### config.mk
export PLATFORM = sky130hd
export DESIGN_NAME = ecc_err_log
export DESIGN_NICKNAME = d
export VERILOG_FILES = /design/src/rtl/ecc_log_pkg.sv /design/src/rtl/ecc_log_decode.sv /design/src/rtl/ecc_log_capture.sv /design/src/rtl/ecc_log_cmd.sv /design/src/rtl/ecc_log_rdmux.sv /design/src/rtl/ecc_err_log.sv
export SDC_FILE = /design/constraint.sdc
export NUM_CORES = 1
export LEC_CHECK = 0
export BUFFER_PORTS_ARGS = -buffer_cell sky130_fd_sc_hd__buf_4
export CAP_MARGIN = 10
export CORE_UTILIZATION = 50
export CTS_CLUSTER_SIZE = 24
export DETAILED_ROUTE_END_ITERATION = 8
export PLACE_DENSITY_LB_ADDON = 0.05
export REMOVE_ABC_BUFFERS = 1
export SETUP_SLACK_MARGIN = 0.3
export SLEW_MARGIN = 20
export SYNTH_ARGS = -nofsm -noshare
export SYNTH_HDL_FRONTEND = slang
export SYNTH_SLANG_ARGS = --single-unit
### constraint.sdc
create_clock -name clk -period 2.6 [get_ports clk]
set_input_delay 0.26 -clock clk [delete_from_list [all_inputs] [get_ports clk]]
set_output_delay 0.26 -clock clk [all_outputs]
set_load 0.005 [all_outputs]
### src/rtl/ecc_log_pkg.sv
package ecc_log_pkg;
  localparam int OFF_STS  = 'h00;
  localparam int OFF_ADDR = 'h04;
  localparam int OFF_SYN  = 'h08;
  localparam int OFF_CHAN = 'h0C;
  localparam int OFF_CMD  = 'h10;

  localparam int STS_CE_BIT = 0;
  localparam int STS_UE_BIT = 7;
  localparam int CMD_CE_EN  = 7;
  localparam int CMD_UE_EN  = 8;

  typedef enum logic [2:0] {
    SEL_NONE,
    SEL_STS,
    SEL_ADDR,
    SEL_SYN,
    SEL_CHAN,
    SEL_CMD
  } reg_sel_e;
endpackage

### src/rtl/ecc_log_decode.sv
module ecc_log_decode
  import ecc_log_pkg::*;
#(
  parameter int AW = 5
) (
  input  logic [AW-1:0] addr,
  output reg_sel_e      sel
);
  always_comb begin
    sel = SEL_NONE;
    if (addr == AW'(OFF_STS))  sel = SEL_STS;
    if (addr == AW'(OFF_ADDR)) sel = SEL_ADDR;
    if (addr == AW'(OFF_SYN))  sel = SEL_SYN;
    if (addr == AW'(OFF_CHAN)) sel = SEL_CHAN;
    if (addr == AW'(OFF_CMD))  sel = SEL_CMD;
  end
endmodule

### src/rtl/ecc_log_capture.sv
module ecc_log_capture #(
  parameter int BLK_W = 20,
  parameter int SYN_W = 8,
  parameter int CH_W  = 1
) (
  input  logic             clk,
  input  logic             rst_n,
  input  logic             ev_ce,
  input  logic             ev_ue,
  input  logic [BLK_W-1:0] ev_blk,
  input  logic [SYN_W-1:0] ev_syn,
  input  logic [CH_W-1:0]  ev_chan,
  input  logic             clr_ce,
  input  logic             clr_ue,
  output logic             ce_flag,
  output logic             ue_flag,
  output logic [BLK_W-1:0] log_blk,
  output logic [SYN_W-1:0] log_syn,
  output logic [CH_W-1:0]  log_chan
);
  logic logged;
  logic load;

  // Severity rule: a UE may replace a CE record; nothing replaces a UE record.
  assign logged = ce_flag | ue_flag;
  assign load   = (ev_ue & ~ue_flag) | (ev_ce & ~logged);

  always_ff @(posedge clk or negedge rst_n) begin
    if (!rst_n) begin
      ce_flag  <= 1'b0;
      ue_flag  <= 1'b0;
      log_blk  <= '0;
      log_syn  <= '0;
      log_chan <= '0;
    end else begin
      // A new event wins over a clear in the same cycle.
      ce_flag <= ev_ce | (ce_flag & ~clr_ce);
      ue_flag <= ev_ue | (ue_flag & ~clr_ue);
      if (load) begin
        log_blk  <= ev_blk;
        log_syn  <= ev_syn;
        log_chan <= ev_chan;
      end
    end
  end
endmodule

### src/rtl/ecc_log_cmd.sv
module ecc_log_cmd
  import ecc_log_pkg::*;
#(
  parameter int CW = 16
) (
  input  logic          clk,
  input  logic          rst_n,
  input  logic          wr,
  input  logic [CW-1:0] wdata,
  input  logic          ce_flag,
  input  logic          ue_flag,
  output logic [CW-1:0] cmd_q,
  output logic          serr
);
  always_ff @(posedge clk or negedge rst_n) begin
    if (!rst_n)  cmd_q <= '0;
    else if (wr) cmd_q <= wdata;
  end

  assign serr = (ue_flag & cmd_q[CMD_UE_EN]) | (ce_flag & cmd_q[CMD_CE_EN]);
endmodule

### src/rtl/ecc_log_rdmux.sv
module ecc_log_rdmux
  import ecc_log_pkg::*;
#(
  parameter int RD_W    = 32,
  parameter int BLK_LSB = 12,
  parameter int SYN_W   = 8,
  parameter int CH_W    = 1,
  parameter int CW      = 16
) (
  input  reg_sel_e                  sel,
  input  logic                      ce_flag,
  input  logic                      ue_flag,
  input  logic [RD_W-BLK_LSB-1:0]   log_blk,
  input  logic [SYN_W-1:0]          log_syn,
  input  logic [CH_W-1:0]           log_chan,
  input  logic [CW-1:0]             cmd_q,
  output logic [RD_W-1:0]           rdata
);
  logic [RD_W-1:0] sts_word;

  always_comb begin
    sts_word = '0;
    sts_word[STS_CE_BIT] = ce_flag;
    sts_word[STS_UE_BIT] = ue_flag;
  end

  always_comb begin
    unique case (sel)
      SEL_STS:  rdata = sts_word;
      SEL_ADDR: rdata = {log_blk, {BLK_LSB{1'b0}}};
      SEL_SYN:  rdata = {{(RD_W-SYN_W){1'b0}}, log_syn};
      SEL_CHAN: rdata = {{(RD_W-CH_W){1'b0}}, log_chan};
      SEL_CMD:  rdata = {{(RD_W-CW){1'b0}}, cmd_q};
      default:  rdata = '0;
    endcase
  end
endmodule

### src/rtl/ecc_err_log.sv
module ecc_err_log
  import ecc_log_pkg::*;
#(
  parameter int ADDR_W  = 32,
  parameter int BLK_LSB = 12,
  parameter int SYN_W   = 8,
  parameter int CH_W    = 1,
  parameter int AW      = 5,
  parameter int CW      = 16,
  localparam int BLK_W  = ADDR_W - BLK_LSB
) (
  input  logic              clk,
  input  logic              rst_n,
  input  logic              ev_ce,
  input  logic              ev_ue,
  input  logic [BLK_W-1:0]  ev_blk,
  input  logic [SYN_W-1:0]  ev_syn,
  input  logic [CH_W-1:0]   ev_chan,
  input  logic [AW-1:0]     reg_addr,
  input  logic              reg_wen,
  input  logic [CW-1:0]     reg_wdata,
  output logic [ADDR_W-1:0] reg_rdata,
  output logic              serr
);
  reg_sel_e         sel;
  logic             ce_flag, ue_flag;
  logic [BLK_W-1:0] log_blk;
  logic [SYN_W-1:0] log_syn;
  logic [CH_W-1:0]  log_chan;
  logic [CW-1:0]    cmd_q;
  logic             sts_wr, clr_ce, clr_ue, cmd_wr;

  ecc_log_decode #(.AW(AW)) u_dec (.addr(reg_addr), .sel(sel));

  assign sts_wr = reg_wen && (sel == SEL_STS);
  assign clr_ce = sts_wr & reg_wdata[STS_CE_BIT];
  assign clr_ue = sts_wr & reg_wdata[STS_UE_BIT];
  assign cmd_wr = reg_wen && (sel == SEL_CMD);

  ecc_log_capture #(.BLK_W(BLK_W), .SYN_W(SYN_W), .CH_W(CH_W)) u_cap (
    .clk(clk), .rst_n(rst_n),
    .ev_ce(ev_ce), .ev_ue(ev_ue), .ev_blk(ev_blk), .ev_syn(ev_syn), .ev_chan(ev_chan),
    .clr_ce(clr_ce), .clr_ue(clr_ue),
    .ce_flag(ce_flag), .ue_flag(ue_flag),
    .log_blk(log_blk), .log_syn(log_syn), .log_chan(log_chan)
  );

  ecc_log_cmd #(.CW(CW)) u_cmd (
    .clk(clk), .rst_n(rst_n), .wr(cmd_wr), .wdata(reg_wdata),
    .ce_flag(ce_flag), .ue_flag(ue_flag), .cmd_q(cmd_q), .serr(serr)
  );

  ecc_log_rdmux #(.RD_W(ADDR_W), .BLK_LSB(BLK_LSB), .SYN_W(SYN_W), .CH_W(CH_W), .CW(CW)) u_rd (
    .sel(sel), .ce_flag(ce_flag), .ue_flag(ue_flag),
    .log_blk(log_blk), .log_syn(log_syn), .log_chan(log_chan),
    .cmd_q(cmd_q), .rdata(reg_rdata)
  );
endmodule

Word-level counts from Yosys, hierarchy flattened. Index checks and enable logic that the tools add are counted.

Register bits after elaboration: 47. Bits of input ports: 55. Output and inout port bits: 33. Word-level logic and storage cells: 41.

Equality and inequality tests: 9. Mux-type cells: 6. Bitwise operators: 17. Reduce and logical (&&, ||, !) cells: 3.

Operators with widths (number): 32-bit one-hot mux with 5 select lines (1); 5-bit by 4-bit == test with 1-bit output (second input constant) (2); 1-bit bitwise AND (8); 3-bit by 2-bit == test with 1-bit output (second input constant) (2); 3-bit == test (second input constant) (2); 3-bit two-way mux (2); 5-bit by 3-bit == test with 1-bit output (second input constant) (1); 5-bit == test (second input constant) (1); 5-bit logical NOT (1); 1-bit OR (5); 2-bit two-way mux (2); 1-bit NOT (4); 3-bit by 1-bit == test with 1-bit output (second input constant) (1); 1-bit logical AND (2); 1-bit two-way mux (1).

Longest topological paths before layout.
Word-level depth: 12. Mapped depth: 5. Gate-level depth less buffers: 3.

Cells and area by module. Synthesis repeated with hierarchy kept, for this count alone.

Cell total of the unflattened synthesis: 179. Area total of the unflattened synthesis: 2399.8 µm².

Modules (own cells, without submodules): ecc_log_capture (times used 1, cells an instance 70, area each 1232.4 µm², sequential area each 775.7 µm²); ecc_log_cmd (times used 1, cells an instance 35, area each 658.1 µm², sequential area each 400.4 µm²); ecc_log_rdmux (times used 1, cells an instance 64, area each 417.9 µm², sequential area each 0.0 µm²); ecc_log_decode (times used 1, cells an instance 6, area each 52.6 µm², sequential area each 0.0 µm²); ecc_err_log (times used 1, cells an instance 4, area each 38.8 µm², sequential area each 0.0 µm²).

Least setup slack after synthesis. Ideal clock, no wire load.

Path kind: reg2reg. Start: register u_cap.ce_flag. End: register u_cap.log_blk[19]. Setup time: 125 ps. Arrival time: 1318 ps. Required time: 2475 ps. Path slack: 1157 ps. Cell stages (with the launch flop): 6. Path buffers: 2. Period minus slack after synthesis: 1443 ps. Cell sequence: dfrtp_1 > nand2b_1 > a21oi_1 > buf_4 > buf_6 > mux2_2.

Cells in the longest elaborated chain, start to end: 4.

Ends and longest elaborated chain: start: declaration (RTL line ecc_log_capture.sv:15) `output logic ce_flag,`; start signal: assignment (RTL line ecc_log_capture.sv:37) `ce_flag <= ev_ce | (ce_flag & ~clr_ce);`; 1-bit OR (RTL line ecc_log_capture.sv:25) `assign logged = ce_flag | ue_flag;`; 1-bit NOT (RTL line ecc_log_capture.sv:26) `assign load = (ev_ue & ~ue_flag) | (ev_ce & ~logged);`; 1-bit bitwise AND (RTL line ecc_log_capture.sv:26); 1-bit OR (RTL line ecc_log_capture.sv:26); end signal: assignment (RTL line ecc_log_capture.sv:40) `log_blk <= ev_blk;`; end: declaration (RTL line ecc_log_capture.sv:17) `output logic [BLK_W-1:0] log_blk,`.

No other way between the ends. A chain may end at the register's enable or synchronous reset.

Final worst setup path.
Start: register u_cap.ce_flag. End: register u_cap.log_blk[6].

Same word-level chain as after synthesis.

==> metrics.log <==
[metrics] average routed wire per standard cell: approximately 17 um
[metrics] Worst Tran Pin Value: between 0.6 and 0.7 ns
[metrics] data required time of the worst path: between 2 and 3 ns
[metrics] commonest non-fill, non-tap cells in the layout: 87 x buf_4, 47 x dfrtp_1, 45 x mux2_2
[metrics] number of global-route vias before repair: 1569
[metrics] hold buffer count at cts: 1
[metrics] count of unique library cells instantiated by Yosys: 23
[metrics] number of flip-flops and latches in the synthesized netlist: 47
[metrics] reg-to-reg startpoint: u_cap.ce_flag
[metrics] power density over the cells: 557 mW/mm^2
[metrics] number of non-filler instances in the completed layout: ~300
[metrics] headroom to the max-slew limit: about 60%
[metrics] most common cell after layout, fill and taps aside: buf_4
[metrics] outcome: finished, final reports clean
[metrics] total length of routed wires: a little under 5 mm
[metrics] Critical Setup Path Class: reg2reg
[metrics] antenna violations before repair: 0
[metrics] shortest period the worst path allows: between 1.5 and 2 ns
[metrics] syn avg cell area: between 10 and 15 um^2
[metrics] Worst setup EP type: flop
[metrics] final slew viol count: 0
[metrics] FMAX: about 560 MHz
[metrics] final-layout setup total negative slack: 0 ns
[metrics] root buffer cell: clkbuf_8
[metrics] number of cells upsized or downsized after cts: 0
[metrics] antenna-violating nets left: 0
[metrics] area share of the largest cell type after synthesis: a little over half
[metrics] Post-Route Skew: approximately 0.0049 ns
[metrics] number of input and output port buffers inserted: 87
[metrics] first-pass detailed-route iteration total: 2
[metrics] die extent in y: between 60 and 70 um
[metrics] share of layout cells above drive strength 1: between 60 and 70%
[metrics] largest area contributor in the synthesized netlist: dfrtp_1
[metrics] clk sink count: between 40 and 50
[metrics] last weighted congestion value of the routability-driven placer: about 0.74
[metrics] Worst Hold Margin: 0.183 ns
[metrics] total via count in the routed design: roughly 1500
[metrics] I/O pin cnt: ~90
[metrics] buffers inserted by post-CTS timing repair: 0
[metrics] IR drop worst, VDD: ~440 uV
[metrics] yosys warns: 0
[metrics] number of nets in the layout: between 200 and 300
[metrics] maximum number of pins on one net before global-route repair: between 40 and 50
[metrics] standard-cell row count: 23
[metrics] number of DRC markers in iteration 0: 70
[metrics] Static Leakage: between 1 and 1.5 nW
[metrics] synthesized area: 0.00214 mm^2
[metrics] # diodes: 0
[metrics] largest fanout on the critical path: 16
[metrics] number of buffers inserted during clock tree synthesis: 5
[metrics] number of failing hold endpoints at the final stage: 0
[metrics] total DRC errors in the routed layout: 0
[metrics] final setup violation count: 0
[metrics] die area: about 0.0046 mm^2
[metrics] unrepaired setup endpoints after global routing: no
[metrics] cell total after placement: roughly 280
[metrics] worst hold-check path type: in2reg
[metrics] clock edge transition at the registers on the reported setup and hold paths: around 0.080 ns
[metrics] Horiz. Die Dim: 67.5 um
[metrics] DPL Wire Length: about 3.6 mm
[metrics] worst path arrival time: a little under 2 ns
[metrics] register area share after synthesis: ~55%
[metrics] All-Layer GR Usage: between 20% and 30%
[metrics] maximum root-to-sink buffer count: 2
[metrics] number of H-tree branching levels: 2
[metrics] insertion delay of the later-clocked pin in the worst-skew pair: between 0.2 and 0.3 ns
[metrics] post-synthesis cell count: about 160
[metrics] kind of start point of the critical path: flop
[metrics] number of maximum-capacitance violations: 0
[metrics] biggest area contributors in the synthesized netlist: dfrtp_1 55%, mux2_2 24%, and2_1 5.8%, a22o_1 4.5%, mux2i_1 1.4%
[metrics] number of vias per cell after detailed routing: about 5.3
[metrics] layout overhead on the synthesized area: 37.1%
[metrics] GR Overflow Total: 0
[metrics] launching element of the worst setup path: u_cap.ce_flag
[metrics] startpoint of the worst hold path: ev_ce
[metrics] ratio of final minimum period to clock period: between 60% and 70%
[metrics] placeable core region: approximately 0.0041 mm^2
[metrics] clock tree from TritonCTS: yes
[metrics] Initial Util: around 53%
[metrics] wire length of the first global-routing pass: 7.46 mm
kinds of logic (layout without fill, tap and decap cells):
| logic type | Yosys count | after routing | share of synthesized area (%) |
|---|---|---|---|
| flops | 47 | 47 | 54.9 |
| mux | 48 | 48 | 25.1 |
| simple gates | 33 | 33 | 10.8 |
| compound gates | 16 | 16 | 6.13 |
| buf+inv | 11 | 98 | 3.10 |
layout make-up:
type	instances	area [um^2]
clock buffers	8	100
fillers	298	1120
inverters	1	3.75
multi-input cells	97	911
flip-flops and latches	47	1180
well taps	50	62.6
repair buffers	89	683
per-stage QoR:
step / cell area [um^2] / util, % / setup slack [ns] / power, mW
2_1_floorplan: 2080 / - / 0.0727 / 1.04
3_3_place_gp: 2830 / 69.7 / 0.886 / 1.16
3_5_place_dp: 2830 / 69.7 / 0.802 / 1.18
4_1_cts: 2940 / 72.4 / 0.789 / 1.65
5_1_grt: 2940 / 72.4 / 0.717 / 1.72
6_report: 2940 / 72.4 / 0.800 / 1.63
power by group:
| part | total (mW) | internal (mW) | switching, mW |
|---|---|---|---|
| Clock | 0.469 | 0.243 | 0.227 |
| Sequential | 0.914 | 0.851 | 0.0637 |
| Combinational | 0.251 | 0.169 | 0.0823 |
| Total | 1.63 | 1.26 | 0.373 |
worst max-delay path, stage by stage (launching register included):
cell,delay (ns)
dfrtp_1,0.42
nand2b_1,0.20
a21oi_4,0.50
buf_12,0.22
mux2_2,0.34
sequential cells by signal, indices dropped and copies added, names as in the netlist:
signal and flops:
u_cap.log_chan 1, u_cap.log_syn 8, u_cap.ue_flag 1, u_cap.ce_flag 1, u_cap.log_blk 20, u_cmd.cmd_q 16
synthesized netlist by cell type (all sizes together):
library cell,instances
dfrtp,47
mux2,45
and2,20
a22o,11
buf,8
mux2i,3
nand2,3
and4bb,2
clkbuf,2
nand2b,2
nor2,2
o31ai,2
a21oi,1
and3,1
inv,1
nand3b,1
nand4,1
o22ai,1
o2bb2ai,1
or4,1
worst paths after layout:
| kind | slack, ns | to | depth (start not counted) |
|---|---|---|---|
| min in group asynchronous | 0.52 | u_cap.log_blk[14] | 2 |
| min | 0.18 | u_cap.ce_flag | 2 |
| max in group asynchronous | 1.68 | u_cap.log_syn[1] | 2 |
| min reg2reg | 0.50 | u_cap.log_blk[7] | 1 |
| max | 0.80 | u_cap.log_blk[6] | 4 |
| max reg2reg | 0.80 | u_cap.log_blk[6] | 4 |
per-layer routing:
| layer | vias up | GRT usage [%] | wire length, um |
|---|---|---|---|
| li1 | 719 | - | - |
| met1 | 760 | 27.7 | 1980 |
| met2 | 51 | 39.4 | 2530 |
| met3 | 10 | 5.41 | 246 |
| met4 | 0 | 9.04 | 86 |
| met5 | - | 0 | 0 |
Note: power is estimated with default switching activity, not from simulation.
